===== src/rtl/scl_timing_pkg.sv =====
package scl_timing_pkg;

    typedef enum logic [1:0] {
        ST_IDLE    = 2'd0,
        ST_LOW     = 2'd1,
        ST_HIGH    = 2'd2,
        ST_STRETCH = 2'd3
    } scl_state_e;

endpackage


===== src/rtl/scl_cfg_decode.sv =====
module scl_cfg_decode #(
    parameter int DIV_W = 16,
    parameter int DLY_W = 16,
    localparam int HW   = DIV_W - 1
) (
    input  logic [DIV_W-1:0]   div_cfg,
    input  logic [2*DLY_W-1:0] dly_cfg,
    output logic [HW-1:0]      half,
    output logic [DIV_W-1:0]   period,
    output logic [HW-1:0]      fall_dly,
    output logic [HW-1:0]      rise_dly
);

    localparam int EW = (DLY_W > HW) ? DLY_W : HW;

    logic [HW-1:0]    half_raw;
    logic [HW-1:0]    lim;
    logic [DLY_W-1:0] fall_raw;
    logic [DLY_W-1:0] rise_raw;

    function automatic logic [HW-1:0] clamp_dly(input logic [DLY_W-1:0] d,
                                                input logic [HW-1:0] l);
        if (EW'(d) > EW'(l))
            return l;
        else
            return HW'(d);
    endfunction

    always_comb begin
        half_raw = div_cfg[DIV_W-1:1];
        half     = (half_raw == '0) ? HW'(1) : half_raw;
        period   = {half, 1'b0};
        lim      = half - HW'(1);
        fall_raw = dly_cfg[2*DLY_W-1:DLY_W];
        rise_raw = dly_cfg[DLY_W-1:0];
        fall_dly = clamp_dly(fall_raw, lim);
        rise_dly = clamp_dly(rise_raw, lim);
    end

endmodule


===== src/rtl/scl_phase_fsm.sv =====
module scl_phase_fsm
    import scl_timing_pkg::*;
#(
    parameter int DIV_W = 16,
    localparam int HW   = DIV_W - 1
) (
    input  logic          clk,
    input  logic          rst_n,
    input  logic          en,
    input  logic [HW-1:0] half,
    input  logic          scl_in,
    output scl_state_e    state,
    output logic [HW-1:0] ph_cnt,
    output logic          scl_pull,
    output logic          stretching
);

    scl_state_e    st_q, st_nx;
    logic [HW-1:0] cnt_q, cnt_nx;
    logic [HW-1:0] last;

    assign last = half - HW'(1);

    always_comb begin
        st_nx  = st_q;
        cnt_nx = cnt_q;
        if (!en) begin
            st_nx  = ST_IDLE;
            cnt_nx = '0;
        end else begin
            unique case (st_q)
                ST_IDLE: begin
                    st_nx  = ST_LOW;
                    cnt_nx = '0;
                end
                ST_LOW: begin
                    if (cnt_q == last) begin
                        st_nx  = ST_HIGH;
                        cnt_nx = '0;
                    end else begin
                        cnt_nx = cnt_q + HW'(1);
                    end
                end
                ST_HIGH: begin
                    if (!scl_in) begin
                        st_nx = ST_STRETCH;
                    end else if (cnt_q == last) begin
                        st_nx  = ST_LOW;
                        cnt_nx = '0;
                    end else begin
                        cnt_nx = cnt_q + HW'(1);
                    end
                end
                ST_STRETCH: begin
                    if (scl_in)
                        st_nx = ST_HIGH;
                end
                default: begin
                    st_nx  = ST_IDLE;
                    cnt_nx = '0;
                end
            endcase
        end
    end

    always_ff @(posedge clk or negedge rst_n) begin
        if (!rst_n) begin
            st_q  <= ST_IDLE;
            cnt_q <= '0;
        end else begin
            st_q  <= st_nx;
            cnt_q <= cnt_nx;
        end
    end

    always_comb begin
        state      = st_q;
        ph_cnt     = cnt_q;
        scl_pull   = (st_q == ST_LOW);
        stretching = (st_q == ST_STRETCH);
    end

endmodule


===== src/rtl/edge_strobe_gen.sv =====
module edge_strobe_gen
    import scl_timing_pkg::*;
#(
    parameter int DIV_W = 16,
    localparam int HW   = DIV_W - 1
) (
    input  scl_state_e    state,
    input  logic [HW-1:0] ph_cnt,
    input  logic          scl_in,
    input  logic [HW-1:0] fall_dly,
    input  logic [HW-1:0] rise_dly,
    output logic          drv_stb,
    output logic          smp_stb
);

    always_comb begin
        drv_stb = (state == ST_LOW)  && (ph_cnt == fall_dly);
        smp_stb = (state == ST_HIGH) && scl_in && (ph_cnt == rise_dly);
    end

endmodule


===== src/rtl/stretch_watch.sv =====
module stretch_watch #(
    parameter int DIV_W = 16,
    parameter int TMO_W = 16
) (
    input  logic             clk,
    input  logic             rst_n,
    input  logic             en,
    input  logic             stretching,
    input  logic [DIV_W-1:0] period,
    input  logic [TMO_W-1:0] tmo_cfg,
    input  logic             tmo_clr,
    output logic             tmo_flag
);

    logic [DIV_W-1:0] sub_q;
    logic [TMO_W-1:0] per_q;
    logic             flag_q;
    logic             hit;

    assign hit = stretching && (tmo_cfg != '0) && (per_q >= tmo_cfg);

    always_ff @(posedge clk or negedge rst_n) begin
        if (!rst_n) begin
            sub_q <= '0;
            per_q <= '0;
        end else if (!stretching) begin
            sub_q <= '0;
            per_q <= '0;
        end else if (sub_q == period - DIV_W'(1)) begin
            sub_q <= '0;
            if (per_q != '1)
                per_q <= per_q + TMO_W'(1);
        end else begin
            sub_q <= sub_q + DIV_W'(1);
        end
    end

    always_ff @(posedge clk or negedge rst_n) begin
        if (!rst_n)
            flag_q <= 1'b0;
        else if (!en || tmo_clr)
            flag_q <= 1'b0;
        else if (hit)
            flag_q <= 1'b1;
    end

    assign tmo_flag = flag_q;

endmodule


===== src/rtl/scl_timing_gen.sv =====
module scl_timing_gen
    import scl_timing_pkg::*;
#(
    parameter int DIV_W = 16,
    parameter int DLY_W = 16,
    parameter int TMO_W = 16
) (
    input  logic               clk,
    input  logic               rst_n,
    input  logic               en,
    input  logic [DIV_W-1:0]   div_cfg,
    input  logic [2*DLY_W-1:0] dly_cfg,
    input  logic [TMO_W-1:0]   tmo_cfg,
    input  logic               tmo_clr,
    input  logic               scl_in,
    output logic               scl_pull,
    output logic               drv_stb,
    output logic               smp_stb,
    output logic               tmo_flag
);

    localparam int HW = DIV_W - 1;

    logic [HW-1:0]    half;
    logic [DIV_W-1:0] period;
    logic [HW-1:0]    fall_dly;
    logic [HW-1:0]    rise_dly;
    scl_state_e       state;
    logic [HW-1:0]    ph_cnt;
    logic             stretching;

    scl_cfg_decode #(.DIV_W(DIV_W), .DLY_W(DLY_W)) u_cfg (
        .div_cfg  (div_cfg),
        .dly_cfg  (dly_cfg),
        .half     (half),
        .period   (period),
        .fall_dly (fall_dly),
        .rise_dly (rise_dly)
    );

    scl_phase_fsm #(.DIV_W(DIV_W)) u_fsm (
        .clk        (clk),
        .rst_n      (rst_n),
        .en         (en),
        .half       (half),
        .scl_in     (scl_in),
        .state      (state),
        .ph_cnt     (ph_cnt),
        .scl_pull   (scl_pull),
        .stretching (stretching)
    );

    edge_strobe_gen #(.DIV_W(DIV_W)) u_stb (
        .state    (state),
        .ph_cnt   (ph_cnt),
        .scl_in   (scl_in),
        .fall_dly (fall_dly),
        .rise_dly (rise_dly),
        .drv_stb  (drv_stb),
        .smp_stb  (smp_stb)
    );

    stretch_watch #(.DIV_W(DIV_W), .TMO_W(TMO_W)) u_tmo (
        .clk        (clk),
        .rst_n      (rst_n),
        .en         (en),
        .stretching (stretching),
        .period     (period),
        .tmo_cfg    (tmo_cfg),
        .tmo_clr    (tmo_clr),
        .tmo_flag   (tmo_flag)
    );

endmodule


===== config.mk =====
export PLATFORM = sky130hd
export DESIGN_NAME = scl_timing_gen
export DESIGN_NICKNAME = d
export VERILOG_FILES = /design/src/rtl/scl_timing_pkg.sv /design/src/rtl/scl_cfg_decode.sv /design/src/rtl/scl_phase_fsm.sv /design/src/rtl/edge_strobe_gen.sv /design/src/rtl/stretch_watch.sv /design/src/rtl/scl_timing_gen.sv
export SDC_FILE = /design/constraint.sdc
export NUM_CORES = 1
export LEC_CHECK = 0
export BUFFER_PORTS_ARGS = -buffer_cell sky130_fd_sc_hd__buf_4
export CAP_MARGIN = 20
export CELL_PAD_IN_SITES_DETAIL_PLACEMENT = 1
export CELL_PAD_IN_SITES_GLOBAL_PLACEMENT = 1
export CORE_MARGIN = 4
export CORE_UTILIZATION = 45
export DETAILED_ROUTE_END_ITERATION = 6
export PLACE_DENSITY_LB_ADDON = 0.1
export SETUP_SLACK_MARGIN = 0.1
export SLEW_MARGIN = 25
export SYNTH_ARGS = -nofsm -noshare
export SYNTH_HDL_FRONTEND = slang
export SYNTH_HIERARCHICAL = 1
export SYNTH_SLANG_ARGS = --single-unit

===== constraint.sdc =====
create_clock -name clk -period 14.7 [get_ports clk]
set_clock_uncertainty 0.15 [all_clocks]
set_input_delay 2.94 -clock clk [delete_from_list [all_inputs] [get_ports clk]]
set_output_delay 2.94 -clock clk [all_outputs]
set_load 0.02 [all_outputs]

==> flow_metrics.env <==
export IMPL_path_cells="buf_4 > or4_4 > nor2_1 > and2_1 > a21oi_1 > ha_1 > nand3_1 > nor3_1 > xor2_1 > inv_1 > ha_1 > and4b_1 > nand4_1 > a2111oi_0 > o32ai_1 > a31oi_4 > mux2_4 > xnor2_1 > nand4_1 > nor4_2 > buf_4"
export IMPL_yosys_top_cells_area="dfrtp_1 (20%), ha_1 (11%), xnor2_1 (9.1%)"
export IMPL_fmax_mhz=85.1
export IMPL_syn2layout_area_growth_pct=10.1
export IMPL_crit_path_start_kind="input port"
export IMPL_synth_fa_ha_area_share_pct=11.0
export IMPL_synth_top_family_by_area="simple AND/OR/NAND/NOR gates"
export IMPL_combPwrFrac_pct=40.9
export IMPL_die_area_sq_um=16100
export IMPL_antenna_found_initial=0
export IMPL_synth_top_area_share_pct=19.7
export IMPL_clock_latency_ns=0.30
export IMPL_core_area_sq_um=13800
export IMPL_yosysTopAreaCell="dfrtp_1"
export IMPL_clk_path_buf_depth=2
export IMPL_grt_pass1_wl_microns=32400
export IMPL_maxCapViolations=0
export IMPL_cts_tree="yes"
export IMPL_crit_slowest_cell="a31oi_4"
export IMPL_cts_resized=0
export IMPL_synthArstFlopShare_pct=100
export IMPL_critPathMaxStageDelay_ns=0.63
export IMPL_switching_power_uw=167
export IMPL_syn_inst=746
export IMPL_dp_worst_setup_slack_ns=3.07
export IMPL_hold_viol_final=0
export IMPL_power_uw=461
export IMPL_synth_simple_area_share_pct=24.2
export IMPL_p_seq_share_pct=32.4
export IMPL_fp_row_count=43
export IMPL_crit_arrival_ns=8.66
export IMPL_finalCriticalPeriod_ns=11.75
export IMPL_die_h_microns=127
export IMPL_synthMuxAreaShare_pct=7.59
export IMPL_ys_warn_count=6
export IMPL_viasPerCell=5.98
export IMPL_vias=5741
export IMPL_postCtsSetupRepairBufs=0
export IMPL_grt_pass1_vias=6124
export IMPL_cp_buffers_inverters=3
export IMPL_setup_slack_ns=2.95
export IMPL_die_width_microns=127
export IMPL_worst_pin_slew_ns=0.741
export IMPL_cts_sinks=50
export IMPL_synth_most_common_cell="xnor2_1"
export IMPL_overflow=0
export IMPL_cts_buffers=5
export IMPL_drtIter0Drc=334
export IMPL_status="complete, no violations"
export IMPL_maxSlewHeadroom_pct=50.2
export IMPL_ys_ff_latch=50
export IMPL_p_sw_share_pct=36.3
export IMPL_cp_end_kind="output pin"
export IMPL_antenna_left=0
export IMPL_leakage_nw=2.97
export IMPL_layout_drive_gt1_share_pct=18.2
export IMPL_syn_area_per_cell_sq_um=8.51
export IMPL_clkTransAtPathRegs_ns=0.07
export IMPL_synthXorXnorAreaFrac_pct=14.4
export IMPL_finalSetupViolations=0
export IMPL_maxSlewViolCount=0
export IMPL_first_pass_iters=5
export IMPL_synth_compound_area_share_pct=15.1
export IMPL_period_share_pct=79.9
export IMPL_initial_utilization_pct=45.9
export IMPL_p_int_uw=294
export IMPL_track_usage_pct=24.7
export IMPL_diodes=0
export IMPL_worst_hold_path_type="reg -> reg"
export IMPL_synthTopCellsByCount="xnor2_1 (66), ha_1 (54), inv_1 (54), nand2_1 (54), dfrtp_1 (50)"
export IMPL_cp_top_family="simple AND/OR/NAND/NOR gates"
export IMPL_yosysUniqueCellTypes=85
export IMPL_cp_max_fo=16
export IMPL_finalSetupTns_ns=0
export IMPL_synth_edf_count=0
export IMPL_cp_required_ns=11.61
export IMPL_post_route_drc_count=0
export IMPL_io_buffers=71
export IMPL_rsz0062_at_grt="no"
export IMPL_p_clk_share_pct=26.7
export IMPL_num_nets_final=902
export IMPL_dp_hpwl_microns=15500
export IMPL_pin_count=73
export IMPL_ir_drop_uv=76.3
export IMPL_wirelength_microns=19500
export IMPL_post_drt_wl_per_cell_microns=20.3
export IMPL_gp_congestion=0.936
export IMPL_syn_area_sq_um=6350
export IMPL_synth_ff_type="dfrtp_1"
export IMPL_cts_root_buf="clkbuf_16"
export IMPL_grt_max_degree=51
export IMPL_crit_type="in -> out"
export IMPL_ctsHoldBuffers=0
export IMPL_synth_nets=869
export IMPL_cellPowerDensity_nw_per_um2=66.0
export IMPL_yosysSeqAreaShare_pct=19.7
export IMPL_h_tree_depth=2
[routing by layer]
metal,global-route usage (%),part of all wire [%],vias to the layer above
met5,0,0,-
met4,4.67,1.2,0
met3,2.82,4.0,21
met2,39.9,46,125
met1,35.8,49,2835
li1,-,-,2760
[through the flow]
stage | util, % | hold slack [ns] | cells | instance area (sq um)
finish | 50.5 | 0.357 | 960 | 6990
global route | 50.5 | 0.394 | 960 | 6990
CTS | 50.5 | 0.359 | 960 | 6990
detailed placement | 49.4 | 0.339 | 952 | 6830
global placement | 49.4 | 0.328 | 952 | 6830
floorplan | - | 0.378 | 746 | 6350
[path summary, 6_finish.rpt]
kind                       cells past startpoint                          end                  startpoint  slack, ns
min reg2reg                                    2   u_tmo/tmo_flag$_DFFE_PN0P_  u_tmo/tmo_flag$_DFFE_PN0P_       0.36
min                                            2   u_tmo/tmo_flag$_DFFE_PN0P_  u_tmo/tmo_flag$_DFFE_PN0P_       0.36
max reg2reg                                    7  u_tmo/per_q[12]$_DFFE_PN0P_    u_tmo/sub_q[7]$_DFF_PN0_      11.15
max                                           21                      smp_stb                 div_cfg[10]       2.95
max in group asynchronous                      1   u_tmo/per_q[0]$_DFFE_PN0P_                       rst_n      11.43
min in group asynchronous                      1     u_tmo/sub_q[7]$_DFF_PN0_                       rst_n       2.52
[worst register-to-register path: stages (launching register included)]
cell,delay (ns)
dfrtp_1,0.44
xnor2_1,0.48
xnor2_1,0.14
o311ai_0,0.43
nand4_1,0.31
or4b_1,0.84
o311ai_0,0.47
o41ai_1,0.14
[flip-flops by register name, indices dropped and copies added (netlist names)]
signal and cells:
u_fsm/ph_cnt 15, u_fsm/state 2, u_tmo/per_q 16, u_tmo/sub_q 16
u_tmo/tmo_flag 1
[power by group through the flow]
stage | registers (mW) | logic (mW) | clock network [mW]
4_1_cts | 0.149 | 0.188 | 0.128
5_1_grt | 0.150 | 0.208 | 0.133
3_5_place_dp | 0.152 | 0.186 | 0
3_3_place_gp | 0.151 | 0.179 | 0
2_1_floorplan | 0.150 | 0.136 | 0
6_report | 0.149 | 0.189 | 0.123
[logic make-up after synthesis]
| family | Yosys count |
|---|---|
| and+or+nand+nor | 272 |
| AOI/OAI and AO/OA | 125 |
| buffers and inverters | 102 |
| xor gates and xnor gates | 101 |
| adders and majority gates | 56 |
| DFF | 50 |
| muxes | 39 |
| other | 1 |
[cell usage in the layout, fill, tap and decap left out, types with 5 or more instances in the layout]
master and n:
a31oi_1 7, xor2_1 33, mux2i_1 14, ha_1 54
nor2b_1 8, buf_4 74, or4_1 10, inv_1 54
xnor2_1 66, o211ai_1 11, nand2b_1 10, a21o_1 10
nor3_1 23, and3_1 7, nor2_1 46, dfrtp_1 50
o21ai_0 21, clkbuf_16 5, nor4_1 10, or3_1 9
a21oi_1 20, o31ai_1 6, mux2_4 16, mux2_2 9
a211oi_1 5, nand3_1 24, nand2_1 54, nand4_1 35
[final cells by class]
| class | count | area (sq um) |
|---|---|---|
| Fill cell | 1652 | 6840 |
| Timing Repair Buffer | 74 | 556 |
| Tap cell | 180 | 225 |
| Inverter | 54 | 203 |
| Sequential cell | 50 | 1250 |
| Multi-Input combinational cell | 594 | 4600 |
| Clock buffer | 6 | 139 |
| Clock inverter | 2 | 16.3 |
No activity file was read; power rests on OpenSTA's default activity.
